==> src/rtl/mvrx_pkg.sv <==
package mvrx_pkg;

  typedef enum logic {
    ST_HUNT,
    ST_FRAME
  } rxState_t;

  typedef struct packed {
    logic loadOnes;
    logic sampleA;
    logic sampleB;
    logic shiftIn;
    logic commit;
    logic overrunSet;
  } rxStrobe_t;

endpackage

==> src/rtl/mvrx_ctrl.sv <==
module mvrx_ctrl
  import mvrx_pkg::*;
#(
  parameter int OSR = 16
) (
  input  logic      clk,
  input  logic      rstN,
  input  logic      tick16,
  input  logic      fallEdge,
  input  logic      voteBit,
  input  logic      firstPend,
  input  logic      markerHit,
  input  logic      doneFlag,
  input  logic      mpEnable,
  output rxStrobe_t stb
);

  localparam int CNT_W = $clog2(OSR);
  localparam logic [CNT_W-1:0] PT_A = CNT_W'(OSR / 2 - 1);
  localparam logic [CNT_W-1:0] PT_B = CNT_W'(OSR / 2);
  localparam logic [CNT_W-1:0] PT_C = CNT_W'(OSR / 2 + 1);

  rxState_t         state, stateNext;
  logic [CNT_W-1:0] cnt, cntNext;

  always_comb begin
    stb       = '0;
    stateNext = state;
    cntNext   = cnt;
    unique case (state)
      ST_HUNT: begin
        if (tick16 && fallEdge) begin
          stb.loadOnes = 1'b1;
          cntNext      = '0;
          stateNext    = ST_FRAME;
        end
      end
      ST_FRAME: begin
        if (tick16) begin
          cntNext = cnt + CNT_W'(1);
          if (cnt == PT_A) stb.sampleA = 1'b1;
          if (cnt == PT_B) stb.sampleB = 1'b1;
          if (cnt == PT_C) begin
            if (firstPend && voteBit) begin
              stateNext = ST_HUNT;
            end else begin
              stb.shiftIn = 1'b1;
              if (markerHit) begin
                stateNext = ST_HUNT;
                if (!doneFlag && (!mpEnable || voteBit)) stb.commit = 1'b1;
                else if (doneFlag) stb.overrunSet = 1'b1;
              end
            end
          end
        end
      end
      default: stateNext = ST_HUNT;
    endcase
  end

  always_ff @(posedge clk or negedge rstN) begin
    if (!rstN) begin
      state <= ST_HUNT;
      cnt   <= '0;
    end else begin
      state <= stateNext;
      cnt   <= cntNext;
    end
  end

  // the phase counter only moves on a tick
  p_hold_cnt_r3: assert property (@(posedge clk) disable iff (!rstN)
    (state == ST_FRAME && !tick16) |=> $stable(cnt));

  // strobes that belong to different phases never coincide
  p_excl_stb_r6: assert property (@(posedge clk) disable iff (!rstN)
    $onehot0({stb.loadOnes, stb.sampleA, stb.sampleB, stb.commit, stb.overrunSet}));

  // a finished frame always returns to edge hunting
  p_end_hunt_r5: assert property (@(posedge clk) disable iff (!rstN)
    (stb.commit || stb.overrunSet) |=> (state == ST_HUNT));

endmodule

==> src/rtl/mvrx_dp.sv <==
module mvrx_dp
  import mvrx_pkg::*;
#(
  parameter int DATA_W      = 8,
  parameter int SYNC_STAGES = 2
) (
  input  logic              clk,
  input  logic              rstN,
  input  logic              tick16,
  input  logic              lineIn,
  input  logic              flagClr,
  input  rxStrobe_t         stb,
  output logic              fallEdge,
  output logic              voteBit,
  output logic              firstPend,
  output logic              markerHit,
  output logic [DATA_W-1:0] rxData,
  output logic              stopBit,
  output logic              rxDone,
  output logic              overrun
);

  localparam int SR_W = DATA_W + 1;

  logic [SYNC_STAGES-1:0] syncQ;
  logic                   lineS, prevLine;
  logic                   sampA, sampB;
  logic [SR_W-1:0]        shReg;
  logic [DATA_W-1:0]      frameByte;

  always_ff @(posedge clk or negedge rstN) begin
    if (!rstN) syncQ <= '1;
    else       syncQ <= {syncQ[SYNC_STAGES-2:0], lineIn};
  end
  assign lineS = syncQ[SYNC_STAGES-1];

  always_ff @(posedge clk or negedge rstN) begin
    if (!rstN)       prevLine <= 1'b1;
    else if (tick16) prevLine <= lineS;
  end
  assign fallEdge = prevLine & ~lineS;

  always_ff @(posedge clk or negedge rstN) begin
    if (!rstN) begin
      sampA <= 1'b1;
      sampB <= 1'b1;
    end else begin
      if (stb.sampleA) sampA <= lineS;
      if (stb.sampleB) sampB <= lineS;
    end
  end
  assign voteBit = (sampA & sampB) | (sampA & lineS) | (sampB & lineS);

  always_ff @(posedge clk or negedge rstN) begin
    if (!rstN)             shReg <= '1;
    else if (stb.loadOnes) shReg <= '1;
    else if (stb.shiftIn)  shReg <= {shReg[SR_W-2:0], voteBit};
  end
  assign firstPend = &shReg;
  assign markerHit = ~shReg[SR_W-1];

  for (genvar g = 0; g < DATA_W; g++) begin : g_unscramble
    assign frameByte[g] = shReg[DATA_W-1-g];
  end

  always_ff @(posedge clk or negedge rstN) begin
    if (!rstN) begin
      rxData  <= '0;
      stopBit <= 1'b0;
      rxDone  <= 1'b0;
      overrun <= 1'b0;
    end else begin
      if (stb.commit) begin
        rxData  <= frameByte;
        stopBit <= voteBit;
      end
      if (stb.commit)   rxDone <= 1'b1;
      else if (flagClr) rxDone <= 1'b0;
      if (stb.overrunSet) overrun <= 1'b1;
      else if (flagClr)   overrun <= 1'b0;
    end
  end

  // held data survives while the flag is up
  p_keep_data_r7: assert property (@(posedge clk) disable iff (!rstN)
    rxDone |=> $stable(rxData));

  // a clear without a concurrent commit drops the flag
  p_clear_r9: assert property (@(posedge clk) disable iff (!rstN)
    (flagClr && !stb.commit) |=> !rxDone);

  // a start reloads the marker register with ones
  p_ones_r2: assert property (@(posedge clk) disable iff (!rstN)
    stb.loadOnes |=> firstPend);

endmodule

==> src/rtl/mvote_uart_rx.sv <==
module mvote_uart_rx
  import mvrx_pkg::*;
#(
  parameter int DATA_W = 8,
  parameter int OSR    = 16
) (
  input  logic              clk,
  input  logic              rstN,
  input  logic              tick16,
  input  logic              lineIn,
  input  logic              mpEnable,
  input  logic              flagClr,
  output logic [DATA_W-1:0] rxData,
  output logic              stopBit,
  output logic              rxDone,
  output logic              overrun
);

  rxStrobe_t stb;
  logic      fallEdge, voteBit, firstPend, markerHit;

  mvrx_ctrl #(.OSR(OSR)) i_ctrl (
    .clk      (clk),
    .rstN     (rstN),
    .tick16   (tick16),
    .fallEdge (fallEdge),
    .voteBit  (voteBit),
    .firstPend(firstPend),
    .markerHit(markerHit),
    .doneFlag (rxDone),
    .mpEnable (mpEnable),
    .stb      (stb)
  );

  mvrx_dp #(.DATA_W(DATA_W), .SYNC_STAGES(2)) i_dp (
    .clk      (clk),
    .rstN     (rstN),
    .tick16   (tick16),
    .lineIn   (lineIn),
    .flagClr  (flagClr),
    .stb      (stb),
    .fallEdge (fallEdge),
    .voteBit  (voteBit),
    .firstPend(firstPend),
    .markerHit(markerHit),
    .rxData   (rxData),
    .stopBit  (stopBit),
    .rxDone   (rxDone),
    .overrun  (overrun)
  );

  // in multiprocessor mode every newly committed frame has stop bit 1
  p_mp_gate_r8: assert property (@(posedge clk) disable iff (!rstN)
    ($rose(rxDone) && $past(mpEnable)) |-> stopBit);

endmodule

==> config.mk <==
export PLATFORM = sky130hd
export DESIGN_NAME = mvote_uart_rx
export DESIGN_NICKNAME = d
export VERILOG_FILES = /design/src/rtl/mvrx_pkg.sv /design/src/rtl/mvrx_ctrl.sv /design/src/rtl/mvrx_dp.sv /design/src/rtl/mvote_uart_rx.sv
export SDC_FILE = /design/constraint.sdc
export NUM_CORES = 1
export LEC_CHECK = 0
export BUFFER_PORTS_ARGS = -buffer_cell sky130_fd_sc_hd__clkbuf_2
export CORE_MARGIN = 8
export CORE_UTILIZATION = 58
export CTS_BUF_LIST = sky130_fd_sc_hd__clkbuf_8
export DETAILED_ROUTE_END_ITERATION = 16
export PLACE_DENSITY = 0.88
export SLEW_MARGIN = 25
export SYNTH_ARGS = -nofsm -noshare
export SYNTH_HDL_FRONTEND = slang
export SYNTH_HIERARCHICAL = 1
export SYNTH_SLANG_ARGS = --single-unit
==> constraint.sdc <==
create_clock -name clk -period 2.5 [get_ports clk]
set_clock_uncertainty 0.15 [all_clocks]
set_input_delay 0.5 -clock clk [delete_from_list [all_inputs] [get_ports clk]]
set_output_delay 0.5 -clock clk [all_outputs]
set_load 0.05 [all_outputs]
==> impl_metrics.json, run 1 <==
{
  "status": "finished clean",
  "io_buffers": 16,
  "first_iter_violations": 30,
  "die_w_um": 63.5,
  "grt_pass1_wl_mm": 3.97,
  "ir_drop_mv": 0.946,
  "synth_top_area_share_pct": 30.6,
  "min_period_over_period_pct": 84.9,
  "num_rows": 17,
  "worstSetupPathType": "reg -> reg",
  "path_buf_inv": 1,
  "yosysUniqueCellTypes": 29,
  "cts_setup_buffers": 0,
  "cts-root-buf": "clkbuf_8",
  "setup_viol": 0,
  "wl_mm": 2.25,
  "cts_resized": 0,
  "syn2layout_area_growth_pct": 16.1,
  "ant_nets": 0,
  "synth_seq_cells": 30,
  "cts_buffers": 5,
  "swShare_pct": 38.8,
  "drive_gt1_share_pct": 41.9,
  "clock-sinks": 30,
  "clockBufferDepth": 2,
  "die_area_sq_mm": 0.00403,
  "seqPwrFrac_pct": 46.0,
  "crit_required_ps": 2500,
  "clockPowerShare_pct": 19.0,
  "core-area_sq_mm": 0.00217,
  "yosys-top-cells-area": "dfrtp_1, dfstp_2, mux2_2",
  "track_usage_pct": 12.3,
  "yosys.area.top_type": "dfrtp_1",
  "cp-start-kind": "flip-flop",
  "worst_path_largest_cell_delay_ps": 380,
  "gp_congestion": 0.800,
  "holdWs_ps": 114,
  "grt_max_degree": 31,
  "maxSlewHeadroom_pct": 53.9,
  "final_nets": 137,
  "synthesis.nets": 114,
  "die_h_um": 63.5,
  "synth_common_cells": "dfrtp_1, nand2_1, dfstp_2",
  "initial_utilization_pct": 60.3,
  "synth_edf_count": 0,
  "clk_pin_slew_worst_paths_ps": 50,
  "fin_crit_ps": 2120,
  "leakagePower_nw": 0.747,
  "cts_tree": "built",
  "clock.fmax_mhz": 471,
  "yosysWarnings": 6,
  "async_flop_share_pct": 100,
  "power.density_mw_per_mm2": 1300,
  "syn_area_sq_mm": 0.00131,
  "cp_top_family": "simple AND/OR/NAND/NOR gates",
  "dr.pass1.iters": 4,
  "p_int_mw": 1.20,
  "htree_levels": 2,
  "cap_violations": 0,
  "io_pins": 17,
  "finalInstanceArea_sq_mm": 0.00152,
  "avgSynthCellArea_sq_um": 12.5,
  "synth_ff_type": "dfrtp_1",
  "slew_violations": 0,
  "fill_cells": 171,
  "worstSkewPairLatency_ps": 280,
  "drc": 0,
  "end_kind": "flip-flop",
  "grt_pass1_vias": 908,
  "hold_viol": 0,
  "antenna_found_initial": 0,
  "placed_area_sq_mm": 0.00143,
  "antenna_cells": 0,
  "critical_path_peak_fanout": 13,
  "cp.arrival_ps": 2130,
  "drt-vias-per-instance": 5.58,
  "holdCritPathClass": "in -> async",
  "critical-path-slowest-cell": "dfstp_2",
  "tightest_slew_ps": 692,
  "overflow": 0,
  "dp_hpwl_mm": 1.61,
  "syn_inst": 105,
  "wire_per_inst_um": 14.3,
  "hold_buffers": 0,
  "vias": 876,
  "setup_tns_ps": 0,
  "worstPathCellList": "maj3_2 -> nand2_1 -> and3_4 -> and3_1 -> buf_4 -> mux2_2",
  "power_switching_mw": 0.762,
  "rsz0062_at_grt": "no",
  "ys_seq_area_share_pct": 58.8,
  "p_comb_share_pct": 35.0
}
[power by group through the flow]
stage / sequential [mW] / combinational, mW / clock (mW)
finish: 0.906 / 0.688 / 0.373
CTS: 0.907 / 0.697 / 0.384
floorplan: 1.09 / 0.312 / 0
global route: 0.936 / 0.744 / 0.412
detailed placement: 0.913 / 0.689 / 0
global placement: 0.898 / 0.663 / 0
[path summary, 6_finish.rpt]
| kind | cells past startpoint | slack [ps] | startpoint | end |
|---|---|---|---|---|
| max | 6 | 380 | i_dp/syncQ[1] | i_dp/stopBit |
| min | 1 | 110 | rstN | i_dp/stopBit |
| max in group asynchronous | 1 | 1640 | rstN | i_dp/rxData[5] |
| min reg2reg | 0 | 210 | i_dp/syncQ[0] | i_dp/syncQ[1] |
| min in group clk | 1 | 160 | lineIn | i_dp/syncQ[0] |
| max reg2reg | 6 | 380 | i_dp/syncQ[1] | i_dp/stopBit |
[cell type report]
class	instances	area [sq um]	area share [%]
Sequential cell	30	768	50.6
Multi-Input combinational cell	67	507	33.4
Timing Repair Buffer	18	95.1	6.27
Clock buffer	6	82.6	5.44
Tap cell	28	35.0	2.31
Inverter	6	22.5	1.48
Clock inverter	2	7.51	0.495
[metrics by stage]
stage | cells | power (mW) | setup WS (ps) | util, %
after detailed placement | 149 | 1.60 | 279 | 65.8
after floorplan | 105 | 1.41 | 614 | -
after global routing | 157 | 2.09 | 301 | 70.0
after global placement | 149 | 1.56 | 356 | 65.8
final | 157 | 1.97 | 378 | 70.0
after CTS | 157 | 1.99 | 372 | 70.0
[per-layer routing]
| metal | up-vias | global-route usage (%) | wire length, um | share of wire [%] |
|---|---|---|---|---|
| li1 | 412 | - | - | - |
| met1 | 431 | 13.9 | 1070 | 48 |
| met2 | 31 | 19.3 | 1040 | 46 |
| met3 | 2 | 6.36 | 123 | 5.5 |
| met4 | 0 | 5.01 | 14 | 0.62 |
| met5 | - | 0 | 0 | 0 |
[worst register-to-register path: stages, from the launching register on]
cell and delay (ps):
dfstp_2 380, maj3_2 340, nand2_1 100, and3_4 320, and3_1 230, buf_4 160, mux2_2 330
[cells in the final DEF, fill, tap and decap left out, drive strengths merged, types with 2 or more instances in the layout]
| cell | n |
|---|---|
| clkbuf | 22 |
| nand2 | 16 |
| dfrtp | 16 |
| dfstp | 14 |
| mux2 | 12 |
| inv | 8 |
| mux2i | 8 |
| nand3 | 3 |
| ha | 3 |
| and3 | 3 |
| a21oi | 2 |
| nor3 | 2 |
| o21ai | 2 |
| a21o | 2 |
| buf | 2 |
[cells by family (layout without fill, tap and decap cells)]
group | after synthesis | count (layout) | share of synthesized area [%]
AOI/OAI and AO/OA | 12 | 12 | 6.51
muxes | 20 | 20 | 16.5
and+or+nand+nor | 31 | 31 | 12.1
buffers and inverters | 8 | 32 | 2.49
adders and majority gates | 4 | 4 | 3.73
DFF | 30 | 30 | 58.8
[sequential cells by signal, indices dropped and copies added, names as in the netlist, 2 cells and up]
register and flops:
i_dp/shReg 9, i_dp/syncQ 2, i_dp/rxData 8, i_ctrl/cnt 4
Note: power is estimated with default switching activity, not from simulation.
==> run 2: changes to the inputs <==
- CORE_UTILIZATION: 58 -> 53
- PLACE_DENSITY: 0.88 -> 0.85
- clock period: 2.5 -> 1.9 ns (I/O delays scaled with it)
==> run 2 against run 1 <==
Compared with the run above:
- the run now ends with hold timing left
- non-clock buffer count grew 15
- worst setup slack got worse by 340 ps
- via count up 10%
- highest routed layer unchanged
- sequential share of layout area shrank 4.0 points
- power rose by 42%
- critical path depth is 1 lower
- maximum frequency rose by 14%
- clock power up 20%
- die area rose by 7.0%
==> impl_metrics.json, run 2 (same netlist as run 1, synthesis figures left out) <==
{
  "status": "finished, violations left",
  "violations": "hold timing",
  "syn2layout_area_growth_pct": 26.0,
  "setup_tns_ps": 0,
  "overflow": 0,
  "cp-start-kind": "flip-flop",
  "grt_max_degree": 31,
  "cap_violations": 0,
  "placed_area_sq_mm": 0.00154,
  "clock.fmax_mhz": 536,
  "clk_pin_slew_worst_paths_ps": 60,
  "leakagePower_nw": 0.814,
  "cts_tree": "built",
  "largestRegisters": "i_dp/shReg x9, i_dp/rxData x8, i_ctrl/cnt x4",
  "cts_buffers": 5,
  "ir_drop_mv": 1.33,
  "vias": 967,
  "clockBufferDepth": 2,
  "final_cell_mix": "nand2_1, dfrtp_1, buf_4, clkbuf_2, dfstp_2",
  "critical_path_peak_fanout": 5,
  "grt_util_met1_pct": 15.5,
  "power.density_mw_per_mm2": 1700,
  "core-area_sq_mm": 0.00241,
  "num_rows": 18,
  "hold_viol": 9,
  "dr.pass1.iters": 4,
  "drt-vias-per-instance": 5.56,
  "use_met2_pct": 20.7,
  "ant_nets": 0,
  "antenna_found_initial": 0,
  "drive_gt1_share_pct": 50.0,
  "min_period_over_period_pct": 98.2,
  "first_iter_violations": 37,
  "maxSlewHeadroom_pct": 52.8,
  "end_kind": "flip-flop",
  "p_comb_share_pct": 44.7,
  "die_w_um": 65.7,
  "worstSetupPathType": "reg -> reg",
  "cp.arrival_ps": 1870,
  "track_usage_pct": 13.7,
  "rsz0062_at_grt": "yes",
  "crit_required_ps": 1910,
  "finalInstanceArea_sq_mm": 0.00165,
  "io_buffers": 16,
  "rrSetupSlack_ps": 30,
  "seqPwrFrac_pct": 39.3,
  "clock-sinks": 30,
  "slew_violations": 0,
  "grt_pass1_vias": 974,
  "drc": 0,
  "final_nets": 153,
  "swShare_pct": 38.9,
  "antenna_cells": 0,
  "initial_utilization_pct": 54.3,
  "holdWs_ps": -10.4,
  "clockPowerShare_pct": 16.0,
  "wire_per_inst_um": 15.9,
  "worstSkewPairLatency_ps": 280,
  "grt_util_met3_pct": 4.59,
  "htree_levels": 2,
  "fin_crit_ps": 1870,
  "wl_mm": 2.77,
  "grt_busiest_layer": "met2",
  "grt_pass1_wl_mm": 4.46,
  "top_register": "i_dp/shReg",
  "cts-root-buf": "clkbuf_8",
  "largest_reg_flops": 9,
  "tightest_slew_ps": 708,
  "setup_viol": 0,
  "r2r_start": "i_dp/syncQ[1]",
  "die_area_sq_mm": 0.00431,
  "dp_hpwl_mm": 1.95,
  "power_switching_mw": 1.09,
  "gp_congestion": 0.840,
  "holdCritPathClass": "in -> async",
  "rr_endpoint": "i_dp/rxData[3]",
  "die_h_um": 65.7,
  "rr_worst_depth": 5,
  "p_int_mw": 1.71,
  "hold_buffers": 0,
  "io_pins": 17
}
-- run 2: stage by stage --
stage | instances | hold slack [ps] | setup slack (ps) | utilization (%) | total power [mW]
finish | 174 | -10.4 | 33.9 | 68.4 | 2.80
global route | 174 | 23.6 | -34.3 | 68.4 | 2.97
CTS | 172 | 8.12 | 9.40 | 67.3 | 2.80
detailed placement | 165 | 199 | -187 | 63.7 | 2.33
global placement | 165 | 196 | -120 | 63.7 | 2.24
floorplan | 105 | -65.6 | 13.7 | - | 1.85
-- run 2: worst max-delay path by stage --
stage	startpoint	slack, ps	end
floorplan	i_dp/syncQ[1]	10	i_dp/rxData[0]
global placement	i_dp/syncQ[1]	-120	i_dp/rxData[1]
detailed placement	i_dp/syncQ[1]	-190	i_dp/rxData[6]
CTS	i_dp/shReg[0]	9	i_dp/overrun
global route	i_dp/syncQ[1]	-30	i_dp/stopBit
finish	i_dp/syncQ[1]	30	i_dp/rxData[3]
-- run 2: cell type report --
class | instances | area [sq um]
flip-flops and latches | 30 | 768
fillers | 171 | 762
multi-input cells | 68 | 532
repair buffers | 33 | 211
clock buffers | 5 | 68.8
well taps | 30 | 37.5
inverters | 6 | 22.5
clock inverters | 2 | 7.51
-- run 2: worst max-delay path, cell delays in order (launching register included) --
cell and delay (ps):
dfstp_2 380, maj3_2 330, nand2_1 100, and3_4 220, and3_4 240, mux2_2 340
-- run 2: repair_timing --
item	4_1_cts	5_1_grt
cloned	0	1
gates resized for setup	3	3
pin swaps	0	3
setup buffers	0	1
endpoints found under the setup margin	11	10
-- run 2: layer usage --
layer	vias up	wire length, um
met2	31	1350
met5	-	0
li1	446	-
met3	12	176
met4	0	89
met1	478	1150
-- run 2: power groups by stage --
| stage | combinational [mW] | clock (mW) | sequential [mW] |
|---|---|---|---|
| after CTS | 1.24 | 0.465 | 1.10 |
| after global placement | 1.16 | 0 | 1.09 |
| after detailed placement | 1.22 | 0 | 1.11 |
| final | 1.25 | 0.449 | 1.10 |
| after global routing | 1.34 | 0.495 | 1.13 |
| after floorplan | 0.410 | 0 | 1.44 |
==> run 3: changes to the inputs <==
- CORE_UTILIZATION: 53 -> 49
- PLACE_DENSITY: 0.85 -> 0.77
- clock period: 1.9 -> 2.4 ns (I/O delays scaled with it)
==> run 3 against run 2 <==
Compared with the run above:
- the flow now finishes without violations
- worst setup slack improved by 250 ps
- wire length decreased by 15%
- clock power decreased by 12%
- count of clock-buffer cells in the layout increased by 1
- non-clock buffer count decreased by 16
- worst hold slack improved by 110 ps
- register-to-register slack improved by 250 ps
- critical path depth unchanged
- first-iteration DRC count decreased by 54%
- sequential power decreased by 14%
==> impl_metrics.json, run 3 (same netlist as run 1, synthesis figures left out) <==
{
  "ant_nets": 0,
  "worstPathCellList": "maj3_2 -> nand2_1 -> and3_4 -> and3_1 -> mux2_2",
  "die_area_sq_mm": 0.00458,
  "critical_path_peak_fanout": 10,
  "final_nets": 136,
  "cts_buffers": 5,
  "leakagePower_nw": 0.742,
  "cts_resized": 0,
  "hold_viol": 0,
  "vias": 861,
  "io_pins": 17,
  "fin_crit_ps": 2120,
  "cap_violations": 0,
  "overflow": 0,
  "drive_gt1_share_pct": 41.4,
  "dp_hpwl_mm": 1.71,
  "final_util_pct": 60.5,
  "htree_levels": 2,
  "num_rows": 18,
  "crit_required_ps": 2410,
  "die_w_um": 67.7,
  "largest_reg_flops": 9,
  "track_usage_pct": 12.0,
  "die_h_um": 67.7,
  "clockBufferDepth": 2,
  "cp-start-kind": "flip-flop",
  "gp_congestion": 0.820,
  "power.total_mw": 2.05,
  "holdWs_ps": 95.4,
  "dr.pass1.iters": 4,
  "ir_drop_mv": 0.962,
  "io_buffers": 16,
  "antenna_found_initial": 0,
  "clock.fmax_mhz": 472,
  "clock-sinks": 30,
  "rsz0062_at_grt": "no",
  "worst_path_largest_cell_delay_ps": 440,
  "cts_setup_buffers": 0,
  "hold_buffers": 0,
  "maxSlewHeadroom_pct": 52.9,
  "core-area_sq_mm": 0.00250,
  "rrSetupSlack_ps": 280,
  "rr_endpoint": "i_dp/rxData[2]",
  "cp.arrival_ps": 2130,
  "rr_worst_depth": 5,
  "setup_tns_ps": 0,
  "r2r_start": "i_dp/syncQ[1]",
  "drc": 0,
  "drt-vias-per-instance": 5.45,
  "startpoint": "i_dp/syncQ[1]",
  "end_kind": "flip-flop",
  "initial_utilization_pct": 52.3,
  "wl_mm": 2.35,
  "fill_cells": 203,
  "cts_tree": "built",
  "clk_pin_slew_worst_paths_ps": 50,
  "min_period_over_period_pct": 88.3,
  "slew_violations": 0,
  "final_cell_mix": "nand2_1, dfrtp_1, clkbuf_2",
  "status": "finished clean",
  "tightest_slew_ps": 706,
  "grt_max_degree": 31,
  "holdCritPathClass": "in -> async",
  "cts-root-buf": "clkbuf_8",
  "syn2layout_area_growth_pct": 15.7,
  "power.density_mw_per_mm2": 1350,
  "critical-path-slowest-cell": "and3_1",
  "grt_pass1_wl_mm": 4.00,
  "setup_viol": 0,
  "worstSetupPathType": "reg -> reg",
  "largestRegisters": "i_dp/shReg x9, i_dp/rxData x8, i_ctrl/cnt x4",
  "wire_per_inst_um": 14.9,
  "worstSkewPairLatency_ps": 280,
  "grt_pass1_vias": 892,
  "first_iter_violations": 17,
  "antenna_cells": 0,
  "top_register": "i_dp/shReg"
}
==> run 3: changes by cell type in the layout (fill, tap and decap cells not counted), sizes merged <==
cell / change
clkbuf: +1
buf: -16
and3: -1
==> run 3: through the flow <==
step                setup slack [ps]  cell area, sq um  instances
detailed placement               180              1420        150
global route                     187              1510        158
CTS                              256              1510        158
finish                           281              1510        158
floorplan                        514              1310        105
global placement                 231              1420        150
==> run 3: area by class of cell <==
cell class | instances | area [sq um] | share of cell area [%]
repair buffers | 17 | 87.6 | 5.79
flip-flops and latches | 30 | 768 | 50.8
inverters | 6 | 22.5 | 1.49
well taps | 30 | 37.5 | 2.48
clock buffers | 6 | 82.6 | 5.46
multi-input cells | 67 | 507 | 33.5
clock inverters | 2 | 7.51 | 0.496
==> run 3: layer usage <==
metal	routed length (um)	global-route usage (%)	up-vias	part of all wire (%)
met3	172	6.46	8	7.3
met5	0	0	-	0
met2	1100	17.4	20	47
met1	1010	13.6	424	43
li1	-	-	409	-
met4	70	7.57	0	3.0
==> run 3: worst max-delay path by stage <==
stage | endpoint | slack (ps) | cells after the start
3_3_place_gp | i_dp/rxData[3] | 230 | 5
2_1_floorplan | i_dp/rxData[0] | 510 | 6
3_5_place_dp | i_dp/rxData[2] | 180 | 5
4_1_cts | i_dp/rxData[2] | 260 | 5
6_report | i_dp/rxData[2] | 280 | 5
5_1_grt | i_dp/stopBit | 190 | 5
==> run 3: power breakdown <==
| group | internal [mW] | switching (mW) | total [mW] |
|---|---|---|---|
| Combinational | 0.259 | 0.449 | 0.708 |
| Sequential | 0.769 | 0.176 | 0.945 |
| Clock | 0.224 | 0.169 | 0.393 |
==> run 3: worst max-delay path: cells and delay by family (launching register included) <==
kind | cells | cell delay (ps)
AND/OR/NAND/NOR | 3 | 720
flip-flops | 1 | 380
multiplexers | 1 | 400
adder cells (fa/ha/maj) | 1 | 340
